`src/rtl/zc_pkg.sv`:
```
package zc_pkg;
  localparam int NUM_IN    = 24;
  localparam int NUM_THR   = 16;
  localparam int NUM_SEL   = 12;
  localparam int SLOTS     = 5;
  localparam int ZONE_W    = 3;
  localparam int SEL_W     = 3;
  localparam int TID_W     = $clog2(NUM_THR);
  localparam int IDX_W     = 5;

  localparam int TH_COMMON = 8;
  localparam int TH_PAIR   = 9;
  localparam int TH_TRIO   = 11;
  localparam int TH_UPPER  = 14;

  localparam int ADR_SEL   = 16;
  localparam int ADR_EN    = 28;

  typedef struct packed {
    logic             used;
    logic [TID_W-1:0] id;
  } slot_t;

  // Map (input, slot) onto a threshold id; slot order follows ascending thresholds.
  function automatic slot_t slot_map(input logic [IDX_W-1:0] idx, input int slot,
                                     input logic [SEL_W-1:0] selv);
    slot_t r;
    r.used = 1'b0;
    r.id   = '0;
    if (idx < IDX_W'(NUM_SEL)) begin
      if (slot == 0) begin
        r.used = 1'b1;
        r.id   = TID_W'(selv);
      end else if (slot == 1) begin
        r.used = 1'b1;
        r.id   = TID_W'(TH_COMMON);
      end
    end else if (idx < IDX_W'(18)) begin
      if (slot < 2) begin
        r.used = 1'b1;
        r.id   = TID_W'(TH_PAIR + slot);
      end
    end else if (idx < IDX_W'(23)) begin
      if (slot < 3) begin
        r.used = 1'b1;
        r.id   = TID_W'(TH_TRIO + slot);
      end
    end else if (idx == IDX_W'(23)) begin
      r.used = 1'b1;
      r.id   = (slot < 3) ? TID_W'(TH_TRIO + slot) : TID_W'(TH_UPPER + slot - 3);
    end
    return r;
  endfunction

  function automatic int zone_limit(input int i);
    if (i < 18)      return 2;
    else if (i < 23) return 3;
    else             return 5;
  endfunction
endpackage

```
`src/rtl/zc_regs.sv`:
```
module zc_regs
  import zc_pkg::*;
#(
  parameter int CODE_W = 10,
  parameter int ADDR_W = 5,
  parameter int DATA_W = 16
) (
  input  logic                              clk,
  input  logic                              rst_n,
  input  logic                              we,
  input  logic [ADDR_W-1:0]                 addr,
  input  logic [DATA_W-1:0]                 wdata,
  output logic [NUM_THR-1:0][CODE_W-1:0]    thr,
  output logic [NUM_SEL-1:0][SEL_W-1:0]     sel,
  output logic [NUM_THR-1:0]                en
);
  localparam int SEL_IW = $clog2(NUM_SEL);

  logic [NUM_THR-1:0][CODE_W-1:0] thr_q, thr_d;
  logic [NUM_SEL-1:0][SEL_W-1:0]  sel_q, sel_d;
  logic [NUM_THR-1:0]             en_q, en_d;
  logic [ADDR_W-1:0]              sel_off;

  assign sel_off = addr - ADDR_W'(ADR_SEL);

  always_comb begin
    thr_d = thr_q;
    sel_d = sel_q;
    en_d  = en_q;
    if (addr < ADDR_W'(NUM_THR)) begin
      thr_d[addr[TID_W-1:0]] = wdata[CODE_W-1:0];
    end else if (addr >= ADDR_W'(ADR_SEL) && addr < ADDR_W'(ADR_SEL + NUM_SEL)) begin
      sel_d[sel_off[SEL_IW-1:0]] = wdata[SEL_W-1:0];
    end else if (addr == ADDR_W'(ADR_EN)) begin
      en_d = wdata[NUM_THR-1:0];
    end
  end

  always_ff @(posedge clk or negedge rst_n) begin
    if (!rst_n) begin
      thr_q <= '0;
      sel_q <= '0;
      en_q  <= '0;
    end else if (we) begin
      thr_q <= thr_d;
      sel_q <= sel_d;
      en_q  <= en_d;
    end
  end

  assign thr = thr_q;
  assign sel = sel_q;
  assign en  = en_q;
endmodule

```
`src/rtl/zc_compare.sv`:
```
module zc_compare
  import zc_pkg::*;
#(
  parameter int CODE_W = 10
) (
  input  logic [IDX_W-1:0]               idx,
  input  logic [CODE_W-1:0]              code,
  input  logic [NUM_THR-1:0][CODE_W-1:0] thr,
  input  logic [NUM_SEL-1:0][SEL_W-1:0]  sel,
  input  logic [NUM_THR-1:0]             en,
  output logic [SLOTS-1:0]               met,
  output logic [SLOTS-1:0]               cen
);
  localparam int SEL_IW = $clog2(NUM_SEL);

  logic [SEL_W-1:0] selv;

  assign selv = (idx < IDX_W'(NUM_SEL)) ? sel[idx[SEL_IW-1:0]] : '0;

  for (genvar g = 0; g < SLOTS; g++) begin : g_slot
    slot_t m;
    assign m      = slot_map(idx, g, selv);
    assign met[g] = m.used && (code >= thr[m.id]);
    assign cen[g] = m.used && en[m.id];
  end
endmodule

```
`src/rtl/zc_state.sv`:
```
module zc_state
  import zc_pkg::*;
(
  input  logic                          clk,
  input  logic                          rst_n,
  input  logic                          take,
  input  logic [IDX_W-1:0]              idx,
  input  logic [SLOTS-1:0]              met,
  input  logic [SLOTS-1:0]              cen,
  input  logic                          clr,
  output logic [NUM_IN-1:0][ZONE_W-1:0] zone,
  output logic [NUM_IN-1:0]             pend
);
  logic [NUM_IN-1:0][SLOTS-1:0] bits_q, bits_d;
  logic [NUM_IN-1:0]            init_q, init_d;
  logic [NUM_IN-1:0]            pend_q, pend_d;
  logic [SLOTS-1:0]             hit;

  always_comb begin
    bits_d = bits_q;
    init_d = init_q;
    pend_d = clr ? '0 : pend_q;
    hit    = '0;
    if (take) begin
      hit         = (met ^ bits_q[idx]) & cen;
      bits_d[idx] = met;
      init_d[idx] = 1'b1;
      if (init_q[idx] && (|hit)) pend_d[idx] = 1'b1;
    end
  end

  always_ff @(posedge clk or negedge rst_n) begin
    if (!rst_n) begin
      bits_q <= '0;
      init_q <= '0;
    end else if (take) begin
      bits_q <= bits_d;
      init_q <= init_d;
    end
  end

  always_ff @(posedge clk or negedge rst_n) begin
    if (!rst_n) begin
      pend_q <= '0;
    end else if (take || clr) begin
      pend_q <= pend_d;
    end
  end

  for (genvar i = 0; i < NUM_IN; i++) begin : g_zone
    logic [ZONE_W-1:0] cnt;
    always_comb begin
      cnt = '0;
      for (int s = 0; s < SLOTS; s++) cnt = cnt + ZONE_W'(bits_q[i][s]);
    end
    assign zone[i] = cnt;
  end

  assign pend = pend_q;
endmodule

```
`src/rtl/zone_classifier.sv`:
```
module zone_classifier
  import zc_pkg::*;
#(
  parameter int CODE_W = 10,
  parameter int ADDR_W = 5,
  parameter int DATA_W = 16
) (
  input  logic                     clk,
  input  logic                     rst_n,
  input  logic                     smp_valid,
  input  logic [IDX_W-1:0]         smp_idx,
  input  logic [CODE_W-1:0]        smp_code,
  input  logic                     cfg_we,
  input  logic [ADDR_W-1:0]        cfg_addr,
  input  logic [DATA_W-1:0]        cfg_wdata,
  input  logic                     irq_clr,
  output logic [NUM_IN*ZONE_W-1:0] zone_flat,
  output logic [NUM_IN-1:0]        pend,
  output logic                     irq
);
  logic [NUM_THR-1:0][CODE_W-1:0] thr;
  logic [NUM_SEL-1:0][SEL_W-1:0]  sel;
  logic [NUM_THR-1:0]             en;
  logic [SLOTS-1:0]               met, cen;
  logic [NUM_IN-1:0][ZONE_W-1:0]  zone;
  logic                           take;

  assign take = smp_valid && (smp_idx < IDX_W'(NUM_IN));

  zc_regs #(.CODE_W(CODE_W), .ADDR_W(ADDR_W), .DATA_W(DATA_W)) u_regs (
    .clk(clk), .rst_n(rst_n), .we(cfg_we), .addr(cfg_addr), .wdata(cfg_wdata),
    .thr(thr), .sel(sel), .en(en)
  );

  zc_compare #(.CODE_W(CODE_W)) u_cmp (
    .idx(smp_idx), .code(smp_code), .thr(thr), .sel(sel), .en(en),
    .met(met), .cen(cen)
  );

  zc_state u_state (
    .clk(clk), .rst_n(rst_n), .take(take), .idx(smp_idx), .met(met), .cen(cen),
    .clr(irq_clr), .zone(zone), .pend(pend)
  );

  assign zone_flat = zone;
  assign irq       = |pend;
endmodule

```
`config.mk`:
```
export PLATFORM = sky130hd
export DESIGN_NAME = zone_classifier
export DESIGN_NICKNAME = d
export VERILOG_FILES = /design/src/rtl/zc_pkg.sv /design/src/rtl/zc_regs.sv /design/src/rtl/zc_compare.sv /design/src/rtl/zc_state.sv /design/src/rtl/zone_classifier.sv
export SDC_FILE = /design/constraint.sdc
export NUM_CORES = 1
export LEC_CHECK = 0
export BUFFER_PORTS_ARGS = -buffer_cell sky130_fd_sc_hd__buf_4
export CAP_MARGIN = 20
export CORE_MARGIN = 2
export CORE_UTILIZATION = 35
export DETAILED_ROUTE_END_ITERATION = 8
export SYNTH_ARGS = -nofsm -noshare
export SYNTH_HDL_FRONTEND = slang
export SYNTH_SLANG_ARGS = --single-unit
```
`constraint.sdc`:
```
create_clock -name clk -period 6.5 [get_ports clk]
set_input_delay 0.975 -clock clk [delete_from_list [all_inputs] [get_ports clk]]
set_output_delay 0.975 -clock clk [all_outputs]
set_load 0.05 [all_outputs]
```
# Word level (Yosys, flattened, before mapping)
# Cells that the tools add are included.
dict set report word_totals {
  reg_bits 380
  input_bits 41
  output_inout_bits 97
  wordCells 266
}
dict set report op_classes {
  add_sub_neg 97
  magnitude_cmp 24
  n_eq_ne 2
  n_mux 60
  bitwise 6
  reduce_logical 22
}
# operator count
set ops {}
lappend ops {{3-bit by 1-bit adder with 3-bit output} 72}
lappend ops {{10-bit binary-select mux with 4-bit select} 5}
lappend ops {{160-bit bitwise mux} 1}
lappend ops {{120-bit bitwise mux} 1}
lappend ops {{5-bit 2-to-1 mux} 22}
lappend ops {{24-bit 2-to-1 mux} 3}
lappend ops {{10-bit 2-to-1 mux} 6}
lappend ops {{10-bit greater-or-equal comparator} 5}
lappend ops {{1-bit by 1-bit adder with 2-bit output} 24}
lappend ops {{24-bit OR} 2}
lappend ops {{10-bit demux with 4-bit select} 1}
lappend ops {{4-bit by 5-bit < comparator with 1-bit output (second input constant)} 8}
lappend ops {{36-bit bitwise mux} 1}
lappend ops {{5-bit binary-select mux with 5-bit select} 1}
lappend ops {{5-bit demux with 5-bit select} 1}
lappend ops {{5-bit < comparator (second input constant)} 5}
lappend ops {{24-bit OR reduction} 1}
lappend ops {{1-bit binary-select mux with 4-bit select} 5}
lappend ops {{1-bit logical AND} 16}
lappend ops {{3-bit binary-select mux with 4-bit select} 1}
lappend ops {{3-bit demux with 4-bit select} 1}
lappend ops {{5-bit equality test (second input constant)} 2}
lappend ops {{4-bit by 1-bit greater-or-equal comparator with 1-bit output (second input constant)} 2}
lappend ops {{1-bit 2-to-1 mux} 7}
lappend ops {{16 further kinds} 18}

# Logic depth before layout (Yosys ltp)
dict set report logic_depth {
  word_depth 15
  ltp_mapped 23
  mapped_depth_nobuf 17
}

# Modules after synthesis
# A second synthesis with hierarchy kept.
dict set report hier_totals {
  cells_unflattened 1658
  hier_area_um2 21120.3
}
# mod instances cells_per_inst area_per_inst_um2 seq_area_each_um2
set by_module_without_submodules {}
lappend by_module_without_submodules {zc_state 1 612 8949.8 4204.0}
lappend by_module_without_submodules {zc_regs 1 494 8074.0 5305.1}
lappend by_module_without_submodules {zc_compare 1 543 4037.6 0.0}
lappend by_module_without_submodules {zone_classifier 1 9 58.8 0.0}

# Worst setup path before layout
# Ideal clock, no wire load.
dict set report synth_timing {
  path_kind {input-to-reg}
  from {input port smp_idx[1]}
  to {register u_state.pend_q[16] (netlist: u_state.pend[16])}
  setup_ns 0.142
  t_arrival_ns 4.988
  required_time_ns 6.358
  setup_slack_ns 1.370
  path_stages 21
  path_buffers 5
  path_cell_list {buf_2 buf_6 mux2_2 a2bb2oi_1 o211ai_2 buf_2 buf_2 mux2i_1 a21oi_1 a22oi_1 o22a_1 ha_1 a21o_1 a21oi_1 o21ai_0 a221oi_1 xnor2_1 and3_1 a211oi_2 buf_6 o22ai_1}
}
dict set report synth_via {
  elab_chain_cells 15
  word_cells_on_any_way 80
  cone_classes {order compare: 11; eq/ne: 1; mux: 50; bitwise: 3; reduce/logical: 15}
}
# item line_no
set synth_rtl {}
lappend synth_rtl {{start: declaration} zone_classifier.sv:11} ;# input logic [IDX_W-1:0] smp_idx,
lappend synth_rtl {{parallel branches: the longest is 15 deep, another holds 10-bit greater-or-equal comparator} --}
lappend synth_rtl {{end signal: assignment} zc_state.sv:46} ;# pend_q <= pend_d;
lappend synth_rtl {{end: declaration} zc_state.sv:16} ;# logic [NUM_IN-1:0] pend_q, pend_d;
# Several ways; the timed one is not identified. The select of a mux whose other input is x is not followed.
# A chain may end at the register's enable or synchronous reset.

# Worst setup path after layout
dict set report layout_timing {
  from {input port smp_idx[1]}
  to {register u_state.pend_q[7] (netlist: u_state.pend[7])}
}
# The elaborated chain is that of the path after synthesis.

==> results_dict.tcl <==
set metrics [dict create \
    outcome "finished clean" \
    stdcell_count 2662 \
    cp_max_fo 43 \
    die_h_microns 246 \
    syn_inst 1731 \
    maxCapViolCount 0 \
    drive_above_1_share_pct 30.4 \
    finalClockSkew_ns 0.0250 \
    r2r_slack_ns 1.28 \
    synth_area_sq_um 20600 \
    clockBufferDepth 3 \
    row_count 88 \
    r2r_cells 19 \
    gp_congestion 0.837 \
    totalPowerFinal_w 0.00849 \
    finalSetupViolCount 0 \
    relSlewSlack_pct 36.6 \
    initialDrtViolationCount 1075 \
    worst-endpoint-required_ns 6.92 \
    grt_pass1_wl_microns 88200 \
    hold_path_class "in2async" \
    setup.worst_path.end_class "flip-flop" \
    cts.clk_slew.worst_paths_ns 0.06 \
    synth_top_flop_cell "dfrtp_1" \
    post_cts_buffers 0 \
    antenna_found_initial 3 \
    synth.area.top_cells "dfrtp_1 46%, mux2_2 15%, ha_1 6.0%, fa_1 4.7%, mux4_2 4.2%" \
    clock_latency_ns 0.56 \
    r2r-end "u_state.pend[7]" \
    cts_buffers 42 \
    cts_resized 0 \
    ant_nets 0 \
    n_antenna_cell 0 \
    tns_ns 0 \
    async_flop_share_pct 100 \
    fin_nets 2055 \
    fin_crit_sh_pct 88.0 \
    grt_pass1_vias 14600 \
    grt_start_max_net_pins 167 \
    dp.cells 2588 \
    ys.warnings.count 0 \
    dieWidth_microns 246 \
    reg2reg_from "u_regs.sel[8]" \
    crit_type "in2reg" \
    synth_cell_types 61 \
    fmax_ghz 0.175 \
    worstSetupStartpointType "input pin" \
    avgSynthCellArea_sq_um 11.9 \
    portBuffers 137 \
    io_pins 138 \
    wire_per_inst_microns 21.3 \
    area_growth_pct 16.0 \
    yosysTopAreaCell "dfrtp_1" \
    fillCellCount 5540 \
    synth_edf_count 0 \
    syn_nets 1918 \
    hold_viol_final 0 \
    stdcell_area_sq_um 23900 \
    initial_core_util_pct 35.5 \
    dr.pass1.iters 5 \
    regArea_sq_um 9510 \
    cp.arrival_ns 6.14 \
    cts_hold_buf 0 \
    placed_area_sq_um 22500 \
    netlist.area_leader.share_pct 46.3 \
    drc 0 \
    multi_input_area_sq_um 9860 \
    cts_tree "built" \
    rsz0062_at_grt "no" \
    cts.sinks 380 \
    fin_crit_ns 5.72 \
    synth_seq_cells 380 \
    p_per_area_nw_per_um2 356 \
    core_area_sq_um 57900 \
    ir_worst_vdd_mv 0.331 \
    num_vias 13900 \
    htree_levels 2 \
    synth_seq_area_share_pct 46.3 \
    grt_util_all_layers_pct 19.0 \
    gr-total-overflow 0 \
    viasPerCell 5.23 \
    dp_hpwl_microns 40700 \
    worst_pin_slew_ns 0.944 \
    power.leakage_nw 11.2 \
    wl_microns 56800 \
    slew_violations 0 \
    die-area_sq_um 60700 \
    cts_root_buf "clkbuf_16" \
]
==> cells by family (layout without fill, tap and decap cells) <==
| kind of cell | count (synthesis) | count (layout) | share of synthesized area [%] |
|---|---|---|---|
| simple gates | 304 | 304 | 7.40 |
| fa+ha+maj | 146 | 146 | 10.6 |
| mux | 373 | 373 | 22.1 |
| compound gates | 222 | 222 | 7.46 |
| flops | 380 | 380 | 46.3 |
| xor+xnor | 4 | 4 | 0.170 |
| buf+inv | 302 | 468 | 5.96 |
==> how the worst max path moves through the flow <==
stage | endpoint | slack, ns | from
after floorplan | u_state.pend[16] | 1.37 | smp_idx[1]
after global placement | u_state.pend[5] | 0.45 | smp_idx[1]
after detailed placement | u_state.pend[23] | 0.28 | smp_idx[1]
after CTS | u_state.pend[23] | 0.86 | smp_idx[1]
after global routing | u_state.pend[23] | 0.50 | smp_idx[1]
final | u_state.pend[7] | 0.78 | smp_idx[1]
==> cells in the mapped netlist, types with 8 or more instances <==
cell	instances
a21o_1	12
nor2b_1	21
o22ai_1	25
o22ai_2	9
nand2_1	85
nand2b_1	27
a31oi_1	10
and2_1	16
o21ai_0	29
mux2i_1	67
mux4_2	38
nand3_1	17
nor4_1	8
inv_1	221
o221ai_1	15
dfrtp_1	380
ha_1	98
nor3_1	16
buf_2	16
or2_2	14
fa_1	48
clkbuf_1	48
a211oi_1	9
a21oi_1	60
mux2_2	268
nor2_1	71
==> state kept, by name, indices dropped and copies added, names as in the netlist <==
| name | cells |
|---|---|
| u_regs.en | 16 |
| u_state.pend | 24 |
| u_state.init_q | 24 |
| u_regs.sel | 36 |
| u_regs.thr | 160 |
| u_state.bits_q | 120 |
==> metrics by stage <==
step	utilization, %	hold slack [ns]	worst slack [ns]
finish	41.2	0.433	0.783
global route	41.2	0.476	0.502
CTS	41.2	0.434	0.864
detailed placement	38.8	0.450	0.278
global placement	38.8	0.446	0.452
floorplan	-	0.429	1.37
==> layout by cell type (no fill, tap or decap), types with 4 or more instances in the layout <==
master / instances
a211oi_1: 9
a21o_1: 12
a21oi_1: 60
a221o_1: 5
a221oi_1: 6
a22oi_1: 7
a31oi_1: 10
and2_1: 16
and3_1: 5
and4_1: 5
buf_4: 170
clkbuf_1: 13
clkbuf_16: 43
clkbuf_8: 9
dfrtp_1: 380
fa_1: 48
ha_1: 98
inv_1: 221
mux2_2: 268
mux2i_1: 67
mux4_2: 38
nand2_1: 85
nand2b_1: 27
nand3_1: 17
nor2_1: 70
nor2b_1: 21
nor3_1: 16
nor4_1: 7
o211ai_1: 5
o21ai_0: 29
o221ai_1: 15
o22a_1: 7
o22ai_1: 25
o22ai_2: 9
o31ai_1: 4
or2_2: 14
==> report_power, final <==
part           internal [W]  switching [W]  total, W
clock               0.00140       0.000980   0.00238
combinational       0.00113        0.00187   0.00300
sequential          0.00279       0.000310   0.00310
==> cell type report <==
type	instances	share of cell area, %
timing repair buffer	174	5.57
multi-input combinational	1049	41.4
sequential	380	39.9
clock buffer	65	5.24
tap	765	4.01
inverter	221	3.48
clock inverter	8	0.488
==> metal layers <==
layer | part of all wire (%) | global-route usage, % | vias up
li1 | - | - | 6307
met1 | 45 | 26.1 | 7170
met2 | 47 | 30.7 | 352
met5 | 0.077 | 0 | -
met3 | 5.5 | 3.66 | 87
met4 | 2.3 | 4.82 | 6
==> worst max-delay path, cell delays in order <==
cell	delay [ns]
buf_4	0.49
mux4_2	0.40
mux2i_1	0.19
o31ai_1	0.12
buf_4	0.20
nand2b_1	0.41
o221ai_1	0.24
a21oi_1	0.22
a22oi_1	0.11
o22a_1	0.21
ha_1	0.29
a21o_1	0.16
a21oi_1	0.14
o21ai_0	0.10
a221oi_1	0.69
xnor2_1	0.15
and3_1	0.24
a211oi_4	0.26
buf_4	0.35
o22ai_1	0.15
Power figures use the tool's default switching activity.
